**config.mk**
```make
export PLATFORM = sky130hd
export DESIGN_NAME = bpb_bridge
export DESIGN_NICKNAME = d
export VERILOG_FILES = /design/src/rtl/bpb_pkg.sv /design/src/rtl/bpb_decode.sv /design/src/rtl/bpb_temp.sv /design/src/rtl/bpb_regfile.sv /design/src/rtl/bpb_bridge.sv
export SDC_FILE = /design/constraint.sdc
export NUM_CORES = 1
export LEC_CHECK = 0
export BUFFER_PORTS_ARGS = -buffer_cell sky130_fd_sc_hd__buf_2
export CORE_MARGIN = 2
export CORE_UTILIZATION = 53
export CTS_CLUSTER_DIAMETER = 80
export DETAILED_ROUTE_END_ITERATION = 7
export GPL_ROUTABILITY_DRIVEN = 0
export PLACE_DENSITY_LB_ADDON = 0.05
export RECOVER_POWER = 25
export SLEW_MARGIN = 20
export SYNTH_ARGS = -nofsm -noshare
export SYNTH_HDL_FRONTEND = slang
export SYNTH_SLANG_ARGS = --single-unit
```
**constraint.sdc**
```tcl
create_clock -name clk -period 3.7 [get_ports clk]
set_input_delay 0.74 -clock clk [delete_from_list [all_inputs] [get_ports clk]]
set_output_delay 0.74 -clock clk [all_outputs]
set_load 0.02 [all_outputs]
```
**src/rtl/bpb_pkg.sv**
```systemverilog
package bpb_pkg;

    // Kind of bus access seen in one cycle
    typedef enum logic [2:0] {
        OP_NONE  = 3'd0,
        OP_WR_LO = 3'd1,
        OP_WR_HI = 3'd2,
        OP_RD_LO = 3'd3,
        OP_RD_HI = 3'd4
    } bpb_op_e;

    // Write strobe takes precedence over read strobe; out-of-range is dropped.
    function automatic bpb_op_e bpb_classify(input logic wr, input logic rd,
                                             input logic in_range, input logic hi);
        bpb_op_e op;
        op = OP_NONE;
        if (in_range) begin
            if (wr)      op = hi ? OP_WR_HI : OP_WR_LO;
            else if (rd) op = hi ? OP_RD_HI : OP_RD_LO;
        end
        return op;
    endfunction

endpackage

```
**src/rtl/bpb_decode.sv**
```systemverilog
module bpb_decode
    import bpb_pkg::*;
#(
    parameter int NUM_REGS = 4,
    parameter int ADDR_W   = 8,
    localparam int IDX_W   = (NUM_REGS > 1) ? $clog2(NUM_REGS) : 1
) (
    input  logic [ADDR_W-1:0] addr,
    input  logic              wr,
    input  logic              rd,
    output bpb_op_e           op,
    output logic [IDX_W-1:0]  idx
);
    logic [ADDR_W-1:0] pair;
    logic              in_range;

    always_comb begin
        pair     = {1'b0, addr[ADDR_W-1:1]};
        in_range = pair < ADDR_W'(NUM_REGS);
        idx      = pair[IDX_W-1:0];
        op       = bpb_classify(wr, rd, in_range, addr[0]);
    end
endmodule

```
**src/rtl/bpb_temp.sv**
```systemverilog
module bpb_temp
    import bpb_pkg::*;
#(
    parameter int DATA_W = 8
) (
    input  logic              clk,
    input  logic              rst,
    input  bpb_op_e           op,
    input  logic [DATA_W-1:0] bus_byte,
    input  logic [DATA_W-1:0] reg_hi,
    output logic [DATA_W-1:0] temp_q
);
    always_ff @(posedge clk) begin
        if (rst) begin
            temp_q <= '0;
        end else begin
            case (op)
                OP_WR_HI: temp_q <= bus_byte;
                OP_RD_LO: temp_q <= reg_hi;
                default:  temp_q <= temp_q;
            endcase
        end
    end
endmodule

```
**src/rtl/bpb_regfile.sv**
```systemverilog
module bpb_regfile
    import bpb_pkg::*;
#(
    parameter int NUM_REGS = 4,
    parameter int DATA_W   = 8,
    localparam int WORD_W  = 2 * DATA_W,
    localparam int IDX_W   = (NUM_REGS > 1) ? $clog2(NUM_REGS) : 1
) (
    input  logic                       clk,
    input  logic                       rst,
    input  bpb_op_e                    op,
    input  logic [IDX_W-1:0]           idx,
    input  logic [DATA_W-1:0]          bus_byte,
    input  logic [DATA_W-1:0]          temp_q,
    input  logic [NUM_REGS-1:0]        core_upd,
    input  logic [NUM_REGS*WORD_W-1:0] core_data,
    output logic [NUM_REGS*WORD_W-1:0] regs
);
    for (genvar k = 0; k < NUM_REGS; k++) begin : g_reg
        logic bus_hit;
        assign bus_hit = (op == OP_WR_LO) && (idx == IDX_W'(k));

        always_ff @(posedge clk) begin
            if (rst) begin
                regs[k*WORD_W +: WORD_W] <= '0;
            end else if (bus_hit) begin
                regs[k*WORD_W +: WORD_W] <= {temp_q, bus_byte};
            end else if (core_upd[k]) begin
                regs[k*WORD_W +: WORD_W] <= core_data[k*WORD_W +: WORD_W];
            end
        end
    end
endmodule

```
**src/rtl/bpb_bridge.sv**
```systemverilog
module bpb_bridge
    import bpb_pkg::*;
#(
    parameter int NUM_REGS = 4,
    parameter int DATA_W   = 8,
    parameter int ADDR_W   = 8
) (
    input  logic                         clk,
    input  logic                         rst,
    input  logic [ADDR_W-1:0]            bus_addr,
    input  logic [DATA_W-1:0]            bus_wdata,
    input  logic                         bus_wr,
    input  logic                         bus_rd,
    output logic [DATA_W-1:0]            bus_rdata,
    input  logic [NUM_REGS-1:0]          core_upd,
    input  logic [NUM_REGS*2*DATA_W-1:0] core_data,
    output logic [NUM_REGS*2*DATA_W-1:0] reg_val
);
    localparam int WORD_W = 2 * DATA_W;
    localparam int IDX_W  = (NUM_REGS > 1) ? $clog2(NUM_REGS) : 1;

    bpb_op_e           op;
    logic [IDX_W-1:0]  idx;
    logic [DATA_W-1:0] temp_q;
    logic [WORD_W-1:0] sel_word;

    bpb_decode #(.NUM_REGS(NUM_REGS), .ADDR_W(ADDR_W)) u_dec (
        .addr (bus_addr),
        .wr   (bus_wr),
        .rd   (bus_rd),
        .op   (op),
        .idx  (idx)
    );

    assign sel_word = reg_val[idx*WORD_W +: WORD_W];

    bpb_temp #(.DATA_W(DATA_W)) u_temp (
        .clk      (clk),
        .rst      (rst),
        .op       (op),
        .bus_byte (bus_wdata),
        .reg_hi   (sel_word[WORD_W-1:DATA_W]),
        .temp_q   (temp_q)
    );

    bpb_regfile #(.NUM_REGS(NUM_REGS), .DATA_W(DATA_W)) u_rf (
        .clk       (clk),
        .rst       (rst),
        .op        (op),
        .idx       (idx),
        .bus_byte  (bus_wdata),
        .temp_q    (temp_q),
        .core_upd  (core_upd),
        .core_data (core_data),
        .regs      (reg_val)
    );

    always_comb begin
        case (op)
            OP_RD_LO: bus_rdata = sel_word[DATA_W-1:0];
            OP_RD_HI: bus_rdata = temp_q;
            default:  bus_rdata = '0;
        endcase
    end
endmodule

```
==> qor.txt <==
=================================================================================
Total routed wirelength                                              11800 microns
Via count                                                                    3609
Number of DRC violations after detailed routing                                 0
Core outline area                                                      7250 sq um
Number of DRC markers after the initial detailed-route iteration              195
Vias in the first global route                                               3484
Worst Tran Pin Value                                                       804 ps
Finish-stage setup viols                                                        0
Max Slew Vio Count                                                              0
Maximum number of pins on one net before global-route repair                   42
Synthesized Nets                                                              482
Maximum clock skew at final layout                                        7.08 ps
Height of the die                                                    90.3 microns
Power per cell area                                                   373 nW/um^2
Top area cells in the synthesized netlist                            dfxtp_1, mux2i_1, o31ai_1
Crit Path Max Fanout                                                            9
Sequential element share of the synthesized area                            36.5%
Clock tree sinks                                                               72
Hold violation total from the final report                                      0
Clock period minus final worst setup slack                                3290 ps
Register bit count reported by yosys                                           72
PostCTS Resize Cnt                                                              0
Net count of the finished layout                                              627
Number of vias per cell after detailed routing                               5.61
Library cell occupying the most area in the post-synthesis netlist        dfxtp_1
Largest voltage drop on the vdd net                                        229 uV
HPWL after detailed placement                                        8600 microns
Floorplan die area                                                     8160 sq um
Post-synthesis instance area                                           3950 sq um
Num ports                                                                     160
Gate count of the mapped netlist                                              394
Sum of negative setup slack                                                  0 ps
Routed wire length per instance                                      18.3 microns
Clk_lat worst skew                                                         350 ps
TritonCTS clock tree                                                          yes
Clk slew on worst S/H paths                                                 70 ps
Antenna violations before repair                                                0
Clock buffer count from CTS                                                     9
Kind of critical path                                                   in -> out
Req. time, crit path                                                      2960 ps
Commonest cells after routing, fill and taps aside                   buf_2, nand2_1, dfxtp_1
Syn-to-layout area delta                                                    25.6%
Leakage power                                                             2.12 nW
Crit-path most repeated cell                                                buf_2
Path class of the lowest-slack min-delay path                          reg -> reg
Synth Warn #                                                                    0
Number of buffers inserted by hold repair at cts                                0
Fin util                                                                    68.4%
Slowest cell on the critical path                                           or3_1
GRT Residual Overflow                                                           0
Die span in x                                                        90.3 microns
Tcrit/Tclk final                                                            88.8%
Leading cell type in the layout, fill and taps excluded                     buf_2
Floorplan row count                                                            31
Area share of the leading cell type in the synthesized netlist              36.5%
Distinct cell type count after synthesis                                       28
Initial core utilization                                                    54.5%
GR Util All Layers                                                          28.9%
Average cell area after synthesis                                      10.0 sq um
Ordered cell list for the critical path                              buf_2, or4_4, or3_1, o21ai_2, buf_2
Post-route ant nets                                                             0
Share of layout cells above drive strength 1                                34.9%
Clock Path Buffers                                                              2
Highest clock rate                                                      0.304 GHz
Input/output buffers                                                          159
Critical path data arrival time                                           2550 ps
Run status                                                           finished, final reports clean
Count of maximum capacitance violations                                         0
Root Buffer                                                              clkbuf_8
Number of buffers added for setup after CTS                                     0
Number of iterations in the first detailed-routing pass                         5
CP Capture Type                                                        output pin
Worst slew margin                                                           46.0%
Number of H-tree levels                                                         3
RSZ-0062 raised after global routing                                        false
Critical Path Source Type                                               input pin
Max incr delay on CP                                                       670 ps
ANT cells                                                                       0
Global-route wire length before repair                               18400 microns
=================================================================================
[registers in the layout (all words and copies together), names as in the netlist]
signal and cells:
u_rf.regs 64, u_temp.temp_q 8
[final timing paths]
check / endpoint / from / cells after the start / slack (ps)
setup / recovery: bus_rdata[5] / bus_addr[7] / 5 / 410
hold / removal: u_rf.regs[43] / u_rf.regs[43] / 2 / 560
setup reg to reg: u_temp.temp_q[2] / u_rf.regs[58] / 3 / 2330
hold reg to reg: u_rf.regs[43] / u_rf.regs[43] / 2 / 560
[cell families (layout without fill, tap and decap cells)]
| family | after synthesis | after routing | synth area share (%) |
|---|---|---|---|
| AOI/OAI and AO/OA | 81 | 81 | 16.6 |
| and+or+nand+nor | 116 | 116 | 16.2 |
| buffers and inverters | 45 | 195 | 5.38 |
| DFF | 72 | 72 | 36.5 |
| muxes | 80 | 80 | 25.3 |
[stage by stage]
step           instances  hold slack (ps)  cell area, sq um  power (mW)  setup WS [ps]
2_1_floorplan        394              471              3950        1.07            657
3_3_place_gp         627              537              4790        1.19            437
3_5_place_dp         627              543              4790        1.19            425
4_1_cts              643              556              5010        1.86            427
5_1_grt              643              587              4960        1.91            354
6_report             643              560              4960        1.85            414
[cells in the mapped netlist (all sizes together)]
cell and instances:
nand2 74, dfxtp 72, mux2i 64, o31ai 64
clkbuf 19, buf 18, mux4 16, nor2b 16
inv 8, o21ai 8, a221o 6, nor3b 6
nor2 4, nor3 4, nand2b 3, nor4 3
o32ai 2, a211oi 1, nand3b 1, nor4b 1
or2 1, or3 1, or3b 1, or4 1
[critical path, delay by kind of cell]
family	cells	cell delay [ps]
compound gates	1	230
buf+inv	2	280
simple gates	2	1300
[power breakdown]
group | switching (mW) | internal, mW | total, mW
registers | 0.0317 | 0.817 | 0.849
logic | 0.184 | 0.138 | 0.322
clock network | 0.295 | 0.385 | 0.680
total | 0.511 | 1.34 | 1.85
[area by class of cell]
class / count / area (sq um)
clock inverters: 2 / 35.0
repair buffers: 171 / 853
fillers: 631 / 2290
flip-flops and latches: 72 / 1440
inverters: 8 / 30.0
multi-input cells: 277 / 2300
well taps: 99 / 124
clock buffers: 14 / 183
[per-layer routing]
metal  up-vias  track usage, %  share of wire [%]
met2       137            48.2                 49
met4         0            9.87                1.6
met1      1723            38.8                 44
li1       1735               -                  -
met3        14            3.76                5.4
met5         -               0                  0
(Power assumes the default switching activity.)
